--- src/rtl/key_scan_pkg.sv ---
package key_scan_pkg;
  localparam int unsigned KS_STROBES_DEF = 12;
  localparam int unsigned KS_RETURNS_DEF = 4;
  localparam int unsigned KS_SLOT_DEF    = 4;

  // index of the next bit in a circular key map
  function automatic int unsigned ks_wrap_next(input int unsigned idx, input int unsigned bits);
    return (idx == bits - 1) ? 0 : idx + 1;
  endfunction
endpackage

--- src/rtl/ks_strobe_seq.sv ---
module ks_strobe_seq #(
  parameter int unsigned NUM_STROBE  = 12,
  parameter int unsigned SLOT_CYCLES = 4,
  localparam int unsigned COL_W = $clog2(NUM_STROBE),
  localparam int unsigned CNT_W = (SLOT_CYCLES > 1) ? $clog2(SLOT_CYCLES) : 1
) (
  input  logic                  clk_i,
  input  logic                  rst_ni,
  output logic [NUM_STROBE-1:0] strobe_o,
  output logic [COL_W-1:0]      col_o,
  output logic                  sample_o
);
  logic [CNT_W-1:0] cnt_q;
  logic [COL_W-1:0] col_q;

  assign sample_o = (cnt_q == CNT_W'(SLOT_CYCLES - 1));
  assign col_o    = col_q;

  always_ff @(posedge clk_i or negedge rst_ni) begin
    if (!rst_ni) begin
      cnt_q <= '0;
      col_q <= '0;
    end else if (sample_o) begin
      cnt_q <= '0;
      col_q <= (col_q == COL_W'(NUM_STROBE - 1)) ? '0 : col_q + 1'b1;
    end else begin
      cnt_q <= cnt_q + 1'b1;
    end
  end

  always_comb begin
    strobe_o = '0;
    strobe_o[col_q] = 1'b1;
  end

  // strobe only ever steps to its neighbour, wrapping at the top
  a_r2_strobe_step: assert property (@(posedge clk_i) disable iff (!rst_ni)
    !$stable(strobe_o) |-> strobe_o == {$past(strobe_o[NUM_STROBE-2:0]), $past(strobe_o[NUM_STROBE-1])});

  a_r2_strobe_single: assert property (@(posedge clk_i) disable iff (!rst_ni)
    $countones(strobe_o) == 1);
endmodule

--- src/rtl/ks_key_ram.sv ---
module ks_key_ram #(
  parameter int unsigned NUM_STROBE = 12,
  parameter int unsigned NUM_RET    = 4,
  localparam int unsigned COL_W    = $clog2(NUM_STROBE),
  localparam int unsigned KEY_BITS = NUM_STROBE * NUM_RET
) (
  input  logic                clk_i,
  input  logic                rst_ni,
  input  logic                wr_en_i,
  input  logic [COL_W-1:0]    wr_col_i,
  input  logic [NUM_RET-1:0]  ret_i,
  input  logic                snap_i,
  output logic [KEY_BITS-1:0] shadow_o
);
  logic [KEY_BITS-1:0] live_q;
  logic [KEY_BITS-1:0] shadow_q;

  // nibble c sits at 4*c: odd strobes land low, even strobes high in each byte
  for (genvar c = 0; c < NUM_STROBE; c++) begin : g_col
    always_ff @(posedge clk_i or negedge rst_ni) begin
      if (!rst_ni) live_q[c*NUM_RET +: NUM_RET] <= '0;
      else if (wr_en_i && wr_col_i == COL_W'(c)) live_q[c*NUM_RET +: NUM_RET] <= ret_i;
    end
  end

  // snapshot takes the pre-write contents when both fall on one edge
  always_ff @(posedge clk_i or negedge rst_ni) begin
    if (!rst_ni)     shadow_q <= '0;
    else if (snap_i) shadow_q <= live_q;
  end

  assign shadow_o = shadow_q;

  a_r3_nibble_write: assert property (@(posedge clk_i) disable iff (!rst_ni)
    wr_en_i |=> live_q[$past(wr_col_i)*NUM_RET +: NUM_RET] == $past(ret_i));

  a_r8_snapshot_hold: assert property (@(posedge clk_i) disable iff (!rst_ni)
    !snap_i |=> $stable(shadow_q));

  a_r10_snap_old_map: assert property (@(posedge clk_i) disable iff (!rst_ni)
    snap_i |=> shadow_q == $past(live_q));
endmodule

--- src/rtl/ks_serial_out.sv ---
module ks_serial_out
  import key_scan_pkg::*;
#(
  parameter int unsigned KEY_BITS = 48,
  localparam int unsigned PTR_W = $clog2(KEY_BITS)
) (
  input  logic                clk_i,
  input  logic                rst_ni,
  input  logic                rd_en_i,
  input  logic                sclk_i,
  input  logic [KEY_BITS-1:0] shadow_i,
  output logic                snap_o,
  output logic                dout_o
);
  logic             rd_q, sclk_q;
  logic [PTR_W-1:0] ptr_q;
  logic             adv;

  assign snap_o = rd_en_i & ~rd_q;
  assign adv    = rd_en_i & sclk_q & ~sclk_i & ~snap_o;

  always_ff @(posedge clk_i or negedge rst_ni) begin
    if (!rst_ni) begin
      rd_q   <= 1'b0;
      sclk_q <= 1'b0;
      ptr_q  <= '0;
    end else begin
      rd_q   <= rd_en_i;
      sclk_q <= sclk_i;
      if (snap_o)   ptr_q <= '0;
      else if (adv) ptr_q <= PTR_W'(ks_wrap_next(32'(ptr_q), KEY_BITS));
    end
  end

  assign dout_o = shadow_i[ptr_q];

  a_r5_start_ptr_zero: assert property (@(posedge clk_i) disable iff (!rst_ni)
    snap_o |=> ptr_q == '0);

  a_r7_wrap: assert property (@(posedge clk_i) disable iff (!rst_ni)
    (adv && ptr_q == PTR_W'(KEY_BITS - 1)) |=> ptr_q == '0);

  a_r6_single_step: assert property (@(posedge clk_i) disable iff (!rst_ni)
    (adv && ptr_q != PTR_W'(KEY_BITS - 1)) |=> ptr_q == $past(ptr_q) + 1'b1);

  a_r9_idle_hold: assert property (@(posedge clk_i) disable iff (!rst_ni)
    !rd_en_i |=> $stable(ptr_q));
endmodule

--- src/rtl/key_scan_reader.sv ---
module key_scan_reader
  import key_scan_pkg::*;
#(
  parameter int unsigned NUM_STROBE  = KS_STROBES_DEF,
  parameter int unsigned NUM_RET     = KS_RETURNS_DEF,
  parameter int unsigned SLOT_CYCLES = KS_SLOT_DEF,
  localparam int unsigned COL_W    = $clog2(NUM_STROBE),
  localparam int unsigned KEY_BITS = NUM_STROBE * NUM_RET
) (
  input  logic                  clk_i,
  input  logic                  rst_ni,
  output logic [NUM_STROBE-1:0] strobe_o,
  input  logic [NUM_RET-1:0]    ret_i,
  input  logic                  sclk_i,
  input  logic                  rd_en_i,
  output logic                  dout_o
);
  logic [COL_W-1:0]    col;
  logic                sample;
  logic                snap;
  logic [KEY_BITS-1:0] shadow;

  ks_strobe_seq #(.NUM_STROBE(NUM_STROBE), .SLOT_CYCLES(SLOT_CYCLES)) u_seq (
    .clk_i(clk_i), .rst_ni(rst_ni), .strobe_o(strobe_o), .col_o(col), .sample_o(sample)
  );

  ks_key_ram #(.NUM_STROBE(NUM_STROBE), .NUM_RET(NUM_RET)) u_ram (
    .clk_i(clk_i), .rst_ni(rst_ni), .wr_en_i(sample), .wr_col_i(col), .ret_i(ret_i),
    .snap_i(snap), .shadow_o(shadow)
  );

  ks_serial_out #(.KEY_BITS(KEY_BITS)) u_ser (
    .clk_i(clk_i), .rst_ni(rst_ni), .rd_en_i(rd_en_i), .sclk_i(sclk_i),
    .shadow_i(shadow), .snap_o(snap), .dout_o(dout_o)
  );

  a_r1_reset_state: assert property (@(posedge clk_i)
    !rst_ni |=> (strobe_o[0] && !dout_o) || !rst_ni);
endmodule

--- config.mk ---
export PLATFORM = sky130hd
export DESIGN_NAME = key_scan_reader
export DESIGN_NICKNAME = d
export VERILOG_FILES = /design/src/rtl/key_scan_pkg.sv /design/src/rtl/ks_strobe_seq.sv /design/src/rtl/ks_key_ram.sv /design/src/rtl/ks_serial_out.sv /design/src/rtl/key_scan_reader.sv
export SDC_FILE = /design/constraint.sdc
export NUM_CORES = 1
export LEC_CHECK = 0
export CAP_MARGIN = 15
export CORE_ASPECT_RATIO = 0.8
export CORE_MARGIN = 2
export CORE_UTILIZATION = 60
export CTS_CLUSTER_DIAMETER = 50
export DETAILED_ROUTE_END_ITERATION = 8
export PLACE_DENSITY = 0.86
export SETUP_SLACK_MARGIN = 0.5
export SLEW_MARGIN = 20
export SYNTH_ARGS = -nofsm -noshare
export SYNTH_HDL_FRONTEND = slang
export SYNTH_HIERARCHICAL = 1
export SYNTH_SLANG_ARGS = --single-unit
--- constraint.sdc ---
create_clock -name clk_i -period 2.2 [get_ports clk_i]
set_input_delay 0.33 -clock clk_i [delete_from_list [all_inputs] [get_ports clk_i]]
set_output_delay 0.33 -clock clk_i [all_outputs]
set_load 0.02 [all_outputs]
==> impl_metrics.csv <==
group,metric,value,unit
logic_synthesis,yosys.area.top_type,"dfrtp_1",
clocking,cts_buffers,9,
clocking,worstSkewPairLatency,380,ps
grt,grt-ovfl-total,0,
clocking,cts_tree,"yes",
final_layout,fin_cells,500,
timing,worstMarginPinSlew,693.4,ps
setup_path,crit_fanout,11,
pwr,powerDensity,741.7,nW/µm²
status,status,"complete, but fails checks",
detailed_routing,antenna_left,0,
floorplanning,rows,29,
logic_synthesis,synth_edf_count,0,
logic_synthesis,synth_top_area_share,56.92,%
pwr,leakage,2.501,nW
detailed_routing,wl,10940,µm
final_layout,drive_gt1_share,53.57,%
floorplanning,ios,21,
grt,grt_use_total,26.25,%
logic_synthesis,ys_seq_area_share,56.92,%
detailed_routing,vias,2983,
detailed_routing,drc,0,
status,violations,"hold timing, setup timing",
floorplanning,die_h,84.30,µm
timing,fin_tns_setup,-423.2,ps
run,maxCapViolations,0,
placed_design,pre_cts_slack,-402.9,ps
timing,max_freq,381.2,MHz
timing,setup_violations,1,
floorplanning,core_area,7874,µm²
final_layout,area.growth.synth_to_final,23.70,%
detailed_routing,wl_per_cell,21.87,µm
grt,grt_pass1_wl,17480,µm
timing,timing.slew.headroom,53.63,%
logic_synthesis,synth-async-reset-ratio,100.0,%
setup_path,crit_required,1870,ps
grt,grt_pass1_vias,3161,
setup_path,cp.arrival,2290,ps
final_layout,antenna_cells,0,
logic_synthesis,syn_area_per_cell,14.22,µm²
setup_path,crit_type,"flop to output pin",
logic_synthesis,synth_area,4836,µm²
timing,period_needed,2623,ps
floorplanning,die_area,8799,µm²
grt,antenna_found_initial,0,
placed_design,dp_hpwl,6690,µm
clocking,htreeDepth,3,
timing,period_share,119.2,%
placed_design,place_congestion,0.9322,
final_layout,nets,401,
timing,drv_slew,0,
logic_synthesis,synth_flop_cell,"dfrtp_1",
placed_design,place_inst,469,
grt,grt_max_degree,53,
logic_synthesis,ys_top_cells_by_area,"dfrtp_1 (57%), mux2_2 (23%), mux4_2 (4.7%)",
detailed_routing,vias_per_cell,5.966,
timing,hold_slack,-9.078,ps
logic_synthesis,yosysWarnings,6,
clocking,cts_root_buffer,"clkbuf_8",
timing,rsz0062_at_grt,"yes",
logic_synthesis,synth_most_common_cell,"dfrtp_1",
setup_path,worstSetupEndpointType,"output pin",
logic_synthesis,synth_cell_types,39,
timing,skew,14.58,ps
worst_hold_path,min_path_type,"primary input to asynchronous set/reset pin",
timing,fin_ws,-423.2,ps
placed_design,port_buffers,20,
logic_synthesis,synth_nets,354,
pwr,irDropWorstVdd,0.5725,mV
floorplanning,start_util,61.42,%
detailed_routing,firstDrtPassIters,4,
clocking,clk_pin_slew,100,ps
logic_synthesis,synth_cells,340,
logic_synthesis,netlist_top_cells_count,"dfrtp_1 (110), mux2_2 (97), nor2_1 (16)",
setup_path,r2r_slack,490,ps
final_layout,nFillCells,474,
clocking,cts.sinks,110,
setup_path,startpoint_type,"flop",
detailed_routing,drtIter0Drc,161,
timing,hold_viol_final,9,
logic_synthesis,ys_seq_elements,110,
floorplanning,die_x,104.4,µm
clocking,cts_max_path_buffers,2,
-- logic make-up (layout without fill, tap and decap cells) --
family,after synthesis,in the layout,share of synthesized area [%]
and+or+nand+nor,63,63,6.960
muxes,114,114,28.72
adders and majority gates,6,6,1.552
xor gates and xnor gates,3,3,0.5434
buffers and inverters,22,74,2.147
AOI/OAI and AO/OA,22,22,3.156
DFF,110,110,56.92
-- flip-flops by register name, indices dropped and copies added (netlist names) --
name and flops:
u_seq/cnt_q 2, u_seq/col_o 4, u_ram/shadow_o 48, u_ram/live_q 48
u_ser/sclk_q 1, u_ser/rd_q 1, u_ser/ptr_q 6
-- placed cells by master, fill, tap and decap left out, drive strengths merged, types with 4 or more instances in the layout --
cell type	instances
ha	6
nand2	10
and2	11
nand3b	5
dfrtp	110
clkbuf	11
clkdlybuf4s50	6
nand3	4
nor2b	6
o21ai	8
nor2	16
buf	46
bufinv	4
mux2	98
inv	6
mux4	10
mux2i	6
-- routing by layer --
metal	global-route usage [%]	vias to the layer above	share of wire (%)
met5	0	-	0
met4	9.951	0	2.2
met3	5.823	18	3.7
met2	43.14	79	50
met1	34.74	1573	44
li1	-	1313	-
-- cell type report --
type | count | area, µm² | area share [%]
Sequential cell | 110 | 2756 | 46.08
Multi-Input combinational cell | 208 | 2247 | 37.57
Timing Repair Buffer | 52 | 535.5 | 8.952
Clock buffer | 11 | 151.4 | 2.531
Tap cell | 108 | 135.1 | 2.259
Clock inverter | 5 | 128.9 | 2.154
Inverter | 6 | 27.53 | 0.4602
-- worst paths after layout --
check / start / endpoint / depth (start not counted)
setup reg to reg: u_seq/col_o[3] / u_ram/live_q[16] / 4
hold reg to reg: u_seq/cnt_q[0] / u_seq/cnt_q[0] / 1
hold / removal: rst_ni / u_ram/live_q[2] / 1
setup / recovery: u_ser/ptr_q[0] / dout_o / 6
max in group asynchronous: rst_ni / u_ser/sclk_q / 2
min in group clk_i: sclk_i / u_ser/sclk_q / 1
-- metrics by stage --
| step | power (mW) | cell area (µm²) | util (%) | hold WS (ps) |
|---|---|---|---|---|
| after floorplan | 2.676 | 4888 | - | 34.41 |
| after global placement | 2.849 | 5321 | 67.58 | 397.1 |
| after detailed placement | 2.884 | 5321 | 67.58 | 412.0 |
| after CTS | 4.449 | 5849 | 74.29 | 1.601 |
| after global routing | 4.605 | 5982 | 75.97 | 24.97 |
| final | 4.437 | 5982 | 75.97 | -9.078 |
-- report_power, final --
part	leakage [nW]	switching [mW]	internal (mW)
Clock	0.140	0.647	0.935
Combinational	1.05	0.237	0.313
Sequential	1.31	0.113	2.19
-- critical path: stages (launching register included) --
cell and delay [ps]:
dfrtp_1 400, buf_4 260, mux2i_1 360, a22oi_1 170, a311oi_1 430, o41ai_4 130, buf_2 170
-- what timing repair did --
| item | 4_1_cts | 5_1_grt |
|---|---|---|
| endpoints found under the hold margin | 0 | 0 |
| buffers inserted | 10 | 5 |
| gates resized for setup | 120 | 26 |
| pin swaps | 7 | 9 |
| hold buffers | 0 | 0 |
| endpoints found under the setup margin | 58 | 41 |
| gates cloned | 0 | 0 |
Power figures use the tool's default switching activity.
